File: src/rtl/rtc_shadow_pkg.sv
package rtc_shadow_pkg;
  localparam int unsigned ADDR_W   = 8;
  localparam int unsigned BYTE_W   = 8;
  localparam int unsigned NUM_TIME = 7;
  localparam int unsigned FIELD_W  = NUM_TIME * BYTE_W;
  localparam int unsigned NUM_REQ  = 3;

  // request bit positions in the control register
  localparam int unsigned REQ_TWR = 0;
  localparam int unsigned REQ_SNP = 1;
  localparam int unsigned REQ_ALM = 2;

  typedef struct packed {
    logic [1:0]         spare_hi;
    logic [1:0]         dly;
    logic               spare_lo;
    logic [NUM_REQ-1:0] req;
  } ctrl_t;
endpackage

File: src/rtl/rtc_upd_timer.sv
module rtc_upd_timer #(
  parameter int unsigned CNT_W = 5
) (
  input  logic             clk_i,
  input  logic             rst_ni,
  input  logic             start_i,
  input  logic [CNT_W-1:0] load_i,
  input  logic             tick_i,
  output logic             busy_o,
  output logic             done_o
);
  logic [CNT_W-1:0] cnt_q;
  logic             busy_q;

  assign done_o = busy_q && tick_i && (cnt_q == CNT_W'(1));
  assign busy_o = busy_q;

  always_ff @(posedge clk_i or negedge rst_ni) begin
    if (!rst_ni) begin
      busy_q <= 1'b0;
      cnt_q  <= '0;
    end else if (start_i) begin
      busy_q <= 1'b1;
      cnt_q  <= load_i;
    end else if (done_o) begin
      busy_q <= 1'b0;
    end else if (busy_q && tick_i) begin
      cnt_q <= cnt_q - CNT_W'(1);
    end
  end
endmodule

File: src/rtl/rtc_byte_bank.sv
module rtc_byte_bank #(
  parameter int unsigned NUM = 7,
  parameter int unsigned W   = 8,
  localparam int unsigned IDX_W = $clog2(NUM)
) (
  input  logic             clk_i,
  input  logic             rst_ni,
  input  logic             we_i,
  input  logic [IDX_W-1:0] idx_i,
  input  logic [W-1:0]     wdata_i,
  input  logic             ld_i,
  input  logic [NUM*W-1:0] ld_data_i,
  output logic [NUM*W-1:0] q_o
);
  for (genvar b = 0; b < NUM; b++) begin : g_byte
    always_ff @(posedge clk_i or negedge rst_ni) begin
      if (!rst_ni)                                q_o[b*W +: W] <= '0;
      else if (ld_i)                              q_o[b*W +: W] <= ld_data_i[b*W +: W];
      else if (we_i && idx_i == IDX_W'(b))        q_o[b*W +: W] <= wdata_i;
    end
  end
endmodule

File: src/rtl/rtc_shadow_update.sv
module rtc_shadow_update
  import rtc_shadow_pkg::*;
#(
  parameter int unsigned       DLY_C0      = 2,
  parameter int unsigned       DLY_C1      = 5,
  parameter int unsigned       DLY_C2      = 9,
  parameter int unsigned       DLY_C3      = 20,
  parameter bit                ALM_AUTOCLR = 1'b1,
  parameter logic [ADDR_W-1:0] TIME_BASE   = 8'h00,
  parameter logic [ADDR_W-1:0] ALM_BASE    = 8'h08,
  parameter logic [ADDR_W-1:0] CTRL_ADDR   = 8'h10,
  parameter logic [1:0]        DLY_RST     = 2'd3
) (
  input  logic               clk_i,
  input  logic               rst_ni,
  input  logic               tick_i,
  input  logic [ADDR_W-1:0]  addr_i,
  input  logic [BYTE_W-1:0]  wdata_i,
  input  logic               we_i,
  input  logic               re_i,
  output logic [BYTE_W-1:0]  rdata_o,
  input  logic [FIELD_W-1:0] live_time_i,
  output logic               time_load_o,
  output logic [FIELD_W-1:0] time_load_data_o,
  output logic [FIELD_W-1:0] alarm_o
);
  localparam int unsigned DLY_M01 = (DLY_C0 > DLY_C1) ? DLY_C0 : DLY_C1;
  localparam int unsigned DLY_M23 = (DLY_C2 > DLY_C3) ? DLY_C2 : DLY_C3;
  localparam int unsigned DLY_MAX = (DLY_M01 > DLY_M23) ? DLY_M01 : DLY_M23;
  localparam int unsigned CNT_W   = $clog2(DLY_MAX + 1);
  localparam int unsigned IDX_W   = $clog2(NUM_TIME);

  function automatic logic [CNT_W-1:0] dly_ticks(input logic [1:0] code);
    case (code)
      2'd0:    return CNT_W'(DLY_C0);
      2'd1:    return CNT_W'(DLY_C1);
      2'd2:    return CNT_W'(DLY_C2);
      default: return CNT_W'(DLY_C3);
    endcase
  endfunction

  // address decode
  logic [ADDR_W-1:0] time_off, alm_off;
  logic              hit_time, hit_alm, wr_ctrl;
  logic [IDX_W-1:0]  time_idx, alm_idx;

  assign time_off = addr_i - TIME_BASE;
  assign alm_off  = addr_i - ALM_BASE;
  assign hit_time = time_off < ADDR_W'(NUM_TIME);
  assign hit_alm  = alm_off < ADDR_W'(NUM_TIME);
  assign time_idx = time_off[IDX_W-1:0];
  assign alm_idx  = alm_off[IDX_W-1:0];
  assign wr_ctrl  = we_i && (addr_i == CTRL_ADDR);

  ctrl_t wd, rb;
  assign wd = ctrl_t'(wdata_i);

  // control storage
  logic [1:0]         spare_hi_q, dly_q;
  logic               spare_lo_q;
  logic [NUM_REQ-1:0] req_q, req_d, busy, done, start;

  assign rb = '{spare_hi: spare_hi_q, dly: dly_q, spare_lo: spare_lo_q, req: req_q};

  always_comb begin
    for (int i = 0; i < NUM_REQ; i++) begin
      start[i] = wr_ctrl && wd.req[i] && !busy[i];
      req_d[i] = req_q[i];
      if (start[i])                                            req_d[i] = 1'b1;
      else if (done[i] && ((i != REQ_ALM) || ALM_AUTOCLR))     req_d[i] = 1'b0;
      else if (wr_ctrl && !busy[i])                            req_d[i] = wd.req[i];
    end
  end

  always_ff @(posedge clk_i or negedge rst_ni) begin
    if (!rst_ni) begin
      req_q      <= '0;
      spare_hi_q <= '0;
      spare_lo_q <= 1'b0;
      dly_q      <= DLY_RST;
    end else begin
      req_q <= req_d;
      if (wr_ctrl) begin
        spare_hi_q <= wd.spare_hi;
        spare_lo_q <= wd.spare_lo;
        dly_q      <= wd.dly;
      end
    end
  end

  // one delay timer per request
  for (genvar g = 0; g < NUM_REQ; g++) begin : g_req
    rtc_upd_timer #(.CNT_W(CNT_W)) u_tmr (
      .clk_i   (clk_i),
      .rst_ni  (rst_ni),
      .start_i (start[g]),
      .load_i  (dly_ticks(wd.dly)),
      .tick_i  (tick_i),
      .busy_o  (busy[g]),
      .done_o  (done[g])
    );
  end

  // storage banks
  logic [FIELD_W-1:0] wbuf_q, abuf_q, snap_q;

  rtc_byte_bank #(.NUM(NUM_TIME), .W(BYTE_W)) u_wbuf (
    .clk_i(clk_i), .rst_ni(rst_ni), .we_i(we_i && hit_time), .idx_i(time_idx),
    .wdata_i(wdata_i), .ld_i(1'b0), .ld_data_i('0), .q_o(wbuf_q));

  rtc_byte_bank #(.NUM(NUM_TIME), .W(BYTE_W)) u_abuf (
    .clk_i(clk_i), .rst_ni(rst_ni), .we_i(we_i && hit_alm), .idx_i(alm_idx),
    .wdata_i(wdata_i), .ld_i(1'b0), .ld_data_i('0), .q_o(abuf_q));

  rtc_byte_bank #(.NUM(NUM_TIME), .W(BYTE_W)) u_snap (
    .clk_i(clk_i), .rst_ni(rst_ni), .we_i(1'b0), .idx_i('0),
    .wdata_i('0), .ld_i(done[REQ_SNP]), .ld_data_i(live_time_i), .q_o(snap_q));

  rtc_byte_bank #(.NUM(NUM_TIME), .W(BYTE_W)) u_alarm (
    .clk_i(clk_i), .rst_ni(rst_ni), .we_i(1'b0), .idx_i('0),
    .wdata_i('0), .ld_i(done[REQ_ALM]), .ld_data_i(abuf_q), .q_o(alarm_o));

  assign time_load_data_o = wbuf_q;

  always_ff @(posedge clk_i or negedge rst_ni) begin
    if (!rst_ni) begin
      time_load_o <= 1'b0;
      rdata_o     <= '0;
    end else begin
      time_load_o <= done[REQ_TWR];
      if (re_i) begin
        if (hit_time)                rdata_o <= snap_q[int'(time_idx)*BYTE_W +: BYTE_W];
        else if (hit_alm)            rdata_o <= abuf_q[int'(alm_idx)*BYTE_W +: BYTE_W];
        else if (addr_i == CTRL_ADDR) rdata_o <= rb;
        else                         rdata_o <= '0;
      end
    end
  end
endmodule

File: config.mk
export PLATFORM = sky130hd
export DESIGN_NAME = rtc_shadow_update
export DESIGN_NICKNAME = d
export VERILOG_FILES = /design/src/rtl/rtc_shadow_pkg.sv /design/src/rtl/rtc_upd_timer.sv /design/src/rtl/rtc_byte_bank.sv /design/src/rtl/rtc_shadow_update.sv
export SDC_FILE = /design/constraint.sdc
export NUM_CORES = 1
export LEC_CHECK = 0
export BUFFER_PORTS_ARGS = -buffer_cell sky130_fd_sc_hd__buf_2
export CORE_MARGIN = 5
export CORE_UTILIZATION = 52
export DETAILED_ROUTE_END_ITERATION = 10
export PLACE_DENSITY = 0.75
export SLEW_MARGIN = 0
export SYNTH_ARGS = -nofsm -noshare
export SYNTH_HDL_FRONTEND = slang
export SYNTH_SLANG_ARGS = --single-unit
File: constraint.sdc
create_clock -name clk_i -period 2.5 [get_ports clk_i]
set_input_delay 0.5 -clock clk_i [delete_from_list [all_inputs] [get_ports clk_i]]
set_output_delay 0.5 -clock clk_i [all_outputs]
set_load 0.1 [all_outputs]
* Yosys cells after proc, flatten, opt, wreduce, memory -nomap -nowiden *
Cells that the tools add are included.

storage, ports and cells
  memories kept = 0
  output and inout bits = 121
  bits in latches = 0
  ROM bits = 0
  flip-flop bits (word level) = 259
  RAM bits = 0

cells by class
  reductions and logical operators = 50
  add/sub/neg operators = 4
  div/mod/pow operators = 0
  magnitude comparators = 2
  bitwise gates (word level) = 0
  multiplexer cells = 28
  shift operators = 2
  multiply operators = 0
  equality and inequality tests = 21

operator list
  cell                                                                      number
  56-bit by 7-bit variable part select with 8-bit output                    2
  5-bit 2-to-1 mux                                                          9
  1-bit logical AND                                                         32
  8-bit 2-to-1 mux                                                          3
  3-bit equality test (second input constant)                               6
  8-bit by 3-bit < comparator with 1-bit output (second input constant)     2
  5-bit by 1-bit equality test with 1-bit output (second input constant)    3
  1-bit 2-to-1 mux                                                          15
  5-bit one-hot mux with 3 select lines                                     1
  5-bit by 1-bit subtractor with 5-bit output (second input constant)       3
  3-bit by 2-bit equality test with 1-bit output (second input constant)    4
  2-bit nonzero test                                                        6
  3-bit nonzero test                                                        3
  8-bit by 5-bit equality test with 1-bit output (second input constant)    1
  8-bit by 4-bit subtractor with 8-bit output (second input constant)       1
  3-bit by 1-bit equality test with 1-bit output (second input constant)    2
  3-bit logical NOT                                                         2
  2-bit by 1-bit inequality test with 1-bit output (second input constant)  3
  2-bit AND reduction                                                       3
  1-bit logical NOT                                                         3
  2-bit by 1-bit equality test with 1-bit output (second input constant)    1
  2-bit equality test (second input constant)                               1
  2-bit logical NOT                                                         1

* Logic depth before layout (Yosys ltp) *
Gate-level depths: netlist (run 1).

  depth after elaboration = 6
  gate-level depth with buffers = 9
  mapped depth without buffers = 6

* By module *
Synthesis (run 1) repeated with hierarchy kept, for this count alone.

second synthesis, totals
  cell total of the unflattened synthesis = 1,324
  area total of the unflattened synthesis = 13,820.8 um^2

by module, submodules not included
  module             instances  sequential area each (um^2)  area an instance (um^2)  cells an instance
  rtc_byte_bank      4          1,401.3                      2,700.1                  252
  rtc_shadow_update  1          427.9                        1,883.1                  193
  rtc_upd_timer      3          150.1                        379.1                    41

* Least setup slack after synthesis (run 1) *
Ideal clock, no wire load.

  kind = input-to-reg
  from = in addr_i[1]
  to = reg u_abuf.q_o[40]
  setup time = 0.125 ns
  stages on the path = 7
  path buffers = 3
  arrival time = 1.997 ns
  data required time = 2.375 ns
  setup slack = 0.379 ns
  cell sequence = buf_2 -> a311oi_2 -> and4_1 -> buf_4 -> and4_1 -> buf_4 -> mux2_2

on the way
  cells in the longest elaborated chain, start to end = 4
  elaborated cells between the ends (all ways) = 5
  classes of those cells = add/sub: 1; order compare: 1; eq/ne: 1; reduce/logical: 2

ends and longest elaborated chain
  what                                             line                      RTL
  from (decl)                                      rtc_shadow_update.sv:17   input logic [ADDR_W-1:0] addr_i,
  8-bit by 4-bit subtractor with 8-bit output (*)  rtc_shadow_update.sv:48   assign alm_off = addr_i - ALM_BASE;
  8-bit by 3-bit < comparator with 1-bit output    rtc_shadow_update.sv:50   assign hit_alm = alm_off < ADDR_W'(NUM_TIME);
  1-bit logical AND                                rtc_shadow_update.sv:112  .clk_i(clk_i), .rst_ni(rst_ni), .we_i(we_i && hit_alm), .idx_i(alm_idx),
  1-bit logical AND (*)                            rtc_byte_bank.sv:19       else if (we_i && idx_i == IDX_W'(b)) q_o[b*W +: W] <= wdata_i;
  to (signal, indexed assignment)                  rtc_byte_bank.sv:18       else if (ld_i) q_o[b*W +: W] <= ld_data_i[b*W +: W];
  to (signal, indexed assignment)                  rtc_byte_bank.sv:19
  to (decl)                                        rtc_byte_bank.sv:13       output logic [NUM*W-1:0] q_o

Mark *: on every way between the ends. The rest lies on a longest branch, timed or not.
A chain may end at the register's enable or synchronous reset.

* Worst setup path in the final report (run 1) *
  from = reg g_req[2].u_tmr.cnt_q[1]
  to = reg u_alarm.q_o[6]

on the way
  cells in the longest elaborated chain, start to end = 2

ends and longest elaborated chain
  what                                            line                 RTL
  from (decl)                                     rtc_upd_timer.sv:12  logic [CNT_W-1:0] cnt_q;
  from (signal assigned)                          rtc_upd_timer.sv:24  cnt_q <= load_i;
  from (signal assigned)                          rtc_upd_timer.sv:28  cnt_q <= cnt_q - CNT_W'(1);
  5-bit by 1-bit equality test with 1-bit output  rtc_upd_timer.sv:15  assign done_o = busy_q && tick_i && (cnt_q == CNT_W'(1));
  1-bit logical AND                               rtc_upd_timer.sv:15
  to (signal, indexed assignment)                 rtc_byte_bank.sv:18
  to (signal, indexed assignment)                 rtc_byte_bank.sv:19
  to (decl)                                       rtc_byte_bank.sv:13

No other way between the ends.

==> out/results.tsv, run 1 <==
metric	value	unit
async_reset_ff_share	100	%
rsz0062_at_grt	no	
cts.path.max_buffers	3	
synth_top_area_cell	dfrtp_1	
core_area	21800	µm²
via_per_inst	5.62	
grt_overflow	0	
die_h	159	µm
synth_ff_type	dfrtp_1	
slowest_delay	0.45	ns
fin_skew	0.0196	ns
crit_path_end	u_alarm.q_o[6]$_DFFE_PN0P_	
yosysWarnings	0	
crit_path_end_kind	flop	
netlist_area	11500	µm²
post-route-min-period	2.16	ns
grt_usage	22.3	%
startpoint_type	flop	
post_cts_buffers	0	
start_util	52.7	%
synth_top_area_share	55.9	%
grt_pass1_wl	43900	µm
ys_top_cells_by_area	dfrtp_1, mux2_2, mux4_2	
crit_buf_inv	2	
place_congestion	0.828	
ir_drop	0.000568	V
max_slew_margin	59.8	%
final-setup-viol-count	0	
tightest_slew	0.603	ns
pwr_density_cell	812	nW/µm²
ys_seq_area_share	56.4	%
layout_commonest_cell	dfrtp_1	
cts_tree	done	
post-route-period-util	86.5	%
die-area	25200	µm²
hp-class	primary input to flop	
synth-seq-cells	259	
power.share.clock	35.5	%
nNetsFinal	1085	
cts_buffers	28	
required	2.91	ns
grt_pass1_vias	7832	
pwr-share-seq	46.5	%
synthesis.nets	874	
antenna_found_initial	6	
via_count	7314	
crit_family	simple AND/OR/NAND/NOR gates	
syn_inst	786	
final_layout_size_suffix_gt1_share	54.3	%
h-tree-depth	1	
fmax	462	MHz
final_cell_mix	dfrtp_1, mux2_2, buf_2	
dr.pass1.iters	4	
cp_max_fo	58	
wl_per_cell	21.5	µm
r2r_cells	6	
swShare	28.2	%
cts_num_sinks	259	
critPathSlowestCell	or4b_1	
fin_area	13800	µm²
drc	0	
arrival	2.57	ns
num_rows	54	
io_pins	198	
pwr-share-comb	18.0	%
avgSynthCellArea	14.6	µm²
fp.dieW	159	µm
power	11.2	mW
root_buffer	clkbuf_16	
p_switching	3.16	mW
slew_violations	0	
syn2layout_area_growth	20.0	%
place_area	12900	µm²
synth_edf_count	0	
dpl.hpwl	19700	µm
clk_pin_slew	0.06	ns
route.antenna.remaining_nets	0	
report.final.hold_viol_count	0	
drtIter0Drc	423	
crit_cells	6	
reg2reg_slack	0.34	ns
worst_r2r_startpoint	g_req[2].u_tmr.cnt_q[1]$_DFFE_PN0P_	
port-buffer-count	197	
clock_latency	0.54	ns
p_int	8.05	mW
crit_type	flop to flop	
outcome	finished clean	
grt_max_degree	79	
maxCapViolations	0	
whs	0.190	ns
r2r-end	u_alarm.q_o[6]$_DFFE_PN0P_	
ys_types	56	
critPathLaunch	g_req[2].u_tmr.cnt_q[1]$_DFFE_PN0P_	
wl	28000	µm
crit_path_cell_trace	inv_1 > ha_1 > or4b_1 > or2_2 > buf_12 > mux2_4	
setup_tns	0	ns
p_leak	7.20	nW
## power groups by stage
stage	registers, mW	logic [mW]	clock network (mW)
after floorplan	5.55	1.14	0
after global placement	5.24	1.97	0
after detailed placement	5.28	2.02	0
after CTS	5.21	2.03	4.06
final	5.22	2.01	3.98
after global routing	5.29	2.18	4.27
## registers in the layout, summed over array words and instances (netlist names)
signal / flops
rdata_o: 8
g_req.u_tmr.busy_o: 3
spare_hi_q: 2
u_abuf.q_o: 56
req_q: 3
spare_lo_q: 1
u_wbuf.q_o: 56
g_req.u_tmr.cnt_q: 15
time_load_o: 1
u_alarm.q_o: 56
u_snap.q_o: 56
dly_q: 2
## final cells by class
type | instances | area [µm²]
clock inverter | 10 | 67.6
sequential | 259 | 6480
timing repair buffer | 230 | 1300
multi-input combinational | 462 | 4690
antenna | 2 | 5.00
inverter | 16 | 60.1
fill | 1678 | 8030
tap | 280 | 350
clock buffer | 42 | 843
## worst reg2reg max path: stages (launching register included)
cell,delay (ns)
dfrtp_1,0.38
inv_1,0.11
ha_1,0.19
or4b_1,0.45
or2_2,0.31
buf_12,0.22
mux2_4,0.38
## Yosys cell counts, types with 3 or more instances
master     count
buf_6          6
and2_1         4
o221ai_1       5
mux2_2       214
mux2_4        18
a211o_1        8
nand4_4        3
mux2i_1       21
xnor2_1        6
a221oi_1       4
inv_1         16
o21ai_0       10
clkbuf_1      18
a21boi_0       4
nand3_2        4
a2bb2oi_1      8
nand4_2        5
mux4_2        16
o2bb2ai_1      4
nor2_1        35
ha_1          11
a41oi_1        5
buf_4          5
nor2b_1        6
nand2_1       14
and4_1         5
nor3_1         6
buf_2         18
nand4_1        3
a21oi_1        7
dfrtp_1      257
a221o_1        3
a21bo_2        6
## stage by stage
step	std cells	util (%)	setup WS, ns
4_1_cts	1299	63.2	0.358
3_3_place_gp	1246	59.0	0.115
6_report	1301	63.2	0.338
3_5_place_dp	1246	59.0	0.0834
5_1_grt	1301	63.2	0.274
2_1_floorplan	786	-	0.379
## how the worst min path moves through the flow
| stage | endpoint | from | depth (start not counted) |
|---|---|---|---|
| floorplan | g_req[0].u_tmr.busy_o$_DFFE_PN0P_ | rst_ni | 0 |
| global placement | dly_q[0]$_DFFE_PN1N_ | dly_q[0]$_DFFE_PN1N_ | 2 |
| detailed placement | dly_q[0]$_DFFE_PN1N_ | dly_q[0]$_DFFE_PN1N_ | 2 |
| CTS | u_snap.q_o[27]$_DFFE_PN0P_ | live_time_i[27] | 2 |
| global route | u_snap.q_o[27]$_DFFE_PN0P_ | live_time_i[27] | 2 |
| finish | u_snap.q_o[30]$_DFFE_PN0P_ | live_time_i[30] | 2 |
## cell families after synthesis
| logic type | Yosys count | share of synthesized area, % |
|---|---|---|
| muxes | 269 | 28.3 |
| DFF | 259 | 56.4 |
| and+or+nand+nor | 101 | 5.63 |
| AOI/OAI and AO/OA | 73 | 5.02 |
| buffers and inverters | 65 | 2.87 |
| adders and majority gates | 11 | 1.20 |
| xor gates and xnor gates | 8 | 0.610 |
## timing repair
item | CTS | global route
hold endpoints to repair | 69 | 0
gates resized for setup | 0 | 0
hold buffers | 1 | 0
## per-layer routing
| layer | share of wire, % | up-vias | track usage, % |
|---|---|---|---|
| li1 | - | 3295 | - |
| met1 | 42 | 3763 | 30.1 |
| met2 | 49 | 203 | 36.3 |
| met3 | 7.4 | 45 | 6.63 |
| met4 | 1.9 | 8 | 4.35 |
| met5 | 0.16 | - | 0 |
(Power assumes the default switching activity.)
==> run 2, diff against run 1 <==
- CAP_MARGIN: not set -> 20
- CORE_MARGIN: 5 -> 3
==> run 2 against run 1 <==
Net effect: worst hold slack better by 0.0070 ns; critical path type unchanged; final cell count down 0.92%; critical endpoint is now u_alarm.q_o[19]$_DFFE_PN0P_; combinational power about the same; setup slack better by 0.041 ns; register-to-register slack better by 0.04 ns; critical path depth unchanged.
==> out/results.tsv, run 2 (synthesis results as in run 1) <==
metric	value	unit
outcome	finished clean	
syn2layout_area_growth	20.2	%
worst_slack	0.378	ns
whs	0.197	ns
final-setup-viol-count	0	
startpoint_type	flop	
via_count	7368	
slew_violations	0	
crit_type	flop to flop	
pwr_density_cell	813	nW/µm²
cts_num_sinks	259	
dpl.hpwl	19300	µm
grt_pass1_vias	7675	
nFillCells	1600	
place_congestion	0.845	
wl_per_cell	21.4	µm
grt_overflow	0	
tightest_slew	0.537	ns
max_slew_margin	64.1	%
clk_pin_slew	0.06	ns
critPathSlowestCell	or4b_1	
via_per_inst	5.72	
port-buffer-count	197	
rsz0062_at_grt	no	
cts_tree	done	
core_area	21400	µm²
grt_max_degree	65	
antenna_found_initial	2	
p_leak	7.21	nW
slowest_delay	0.46	ns
regArea	6480	µm²
die_h	155	µm
crit_path_cell_trace	inv_1 > ha_1 > or4b_1 > or2_2 > buf_12 > mux2_4	
fp.dieW	155	µm
crit_path_end_kind	flop	
cts_resized	0	
n_antenna_cell	0	
root_buffer	clkbuf_16	
report.final.hold_viol_count	0	
start_util	53.8	%
cts_buffers	27	
post-route-period-util	84.9	%
dp.cells	1239	
multi_input_area	4690	µm²
wl	27500	µm
final_layout_size_suffix_gt1_share	53.9	%
fmax	471	MHz
nNetsFinal	1082	
grt_usage	22.9	%
post-route-min-period	2.12	ns
cts.path.max_buffers	3	
ir_drop	0.000618	V
fin_area	13800	µm²
required	2.90	ns
grt_pass1_wl	43600	µm
maxCapViolations	0	
dr.pass1.iters	4	
cp_max_fo	58	
arrival	2.52	ns
final_cell_count_no_fill	1289	
layout_commonest_cell	dfrtp_1	
drtIter0Drc	437	
die-area	23900	µm²
fin_skew	0.0165	ns
route.antenna.remaining_nets	0	
h-tree-depth	1	
setup_tns	0	ns
drc	0	
clock_latency	0.53	ns
hp-class	primary input to flop	
num_rows	53	
io_pins	198	
place_area	12900	µm²
dpl_worst_slack	0.0780	ns
final_cell_mix	dfrtp_1, mux2_2, buf_2	
## run 2: routing by layer
layer	track usage (%)	part of all wire [%]
met3	5.99	7.1
met4	4.54	1.7
met2	35.4	46
met5	0	0.025
met1	33.1	45
## run 2: path summary, 6_finish.rpt
| check | endpoint | cells past startpoint | start | slack, ns |
|---|---|---|---|---|
| worst max-delay path | u_alarm.q_o[19]$_DFFE_PN0P_ | 6 | g_req[2].u_tmr.cnt_q[1]$_DFFE_PN0P_ | 0.38 |
| worst min register to register | dly_q[0]$_DFFE_PN1N_ | 2 | dly_q[0]$_DFFE_PN1N_ | 0.48 |
| worst min-delay path | u_snap.q_o[1]$_DFFE_PN0P_ | 2 | live_time_i[1] | 0.20 |
| max in group asynchronous | u_snap.q_o[51]$_DFFE_PN0P_ | 3 | rst_ni | 1.26 |
| min in group asynchronous | u_alarm.q_o[18]$_DFFE_PN0P_ | 2 | rst_ni | 0.54 |
| worst max register to register | u_alarm.q_o[19]$_DFFE_PN0P_ | 6 | g_req[2].u_tmr.cnt_q[1]$_DFFE_PN0P_ | 0.38 |
## run 2: stage by stage
stage          total power [mW]  utilization [%]
2_1_floorplan              6.68                -
3_3_place_gp               7.22             60.5
3_5_place_dp               7.30             60.5
4_1_cts                    11.3             64.7
5_1_grt                    11.7             64.7
6_report                   11.2             64.7
## run 2: worst max-delay path: cells and delay by family, from the launching register on
family	cells	cell delay [ns]
simple gates	2	0.78
flops	1	0.37
buf+inv	2	0.31
fa+ha+maj	1	0.18
mux	1	0.33
## run 2: area by class of cell
cell class	count	share of cell area, %
sequential	259	46.9
multi-input combinational	462	33.9
timing repair buffer	228	9.73
clock buffer	43	6.05
tap	275	2.49
inverter	16	0.435
clock inverter	6	0.426
## run 2: power breakdown
group / internal [mW] / leakage [nW] / switching, mW
sequential: 4.82 / 3.48 / 0.399
combinational: 0.904 / 3.29 / 1.11
clock: 2.38 / 0.446 / 1.61
total: 8.10 / 7.21 / 3.12
## run 2: repair_timing
action / CTS / global route
endpoints found under the hold margin: 60 / 0
hold buffers: 1 / 0
endpoints found under the setup margin: 0 / 0
buffers inserted: 0 / 0
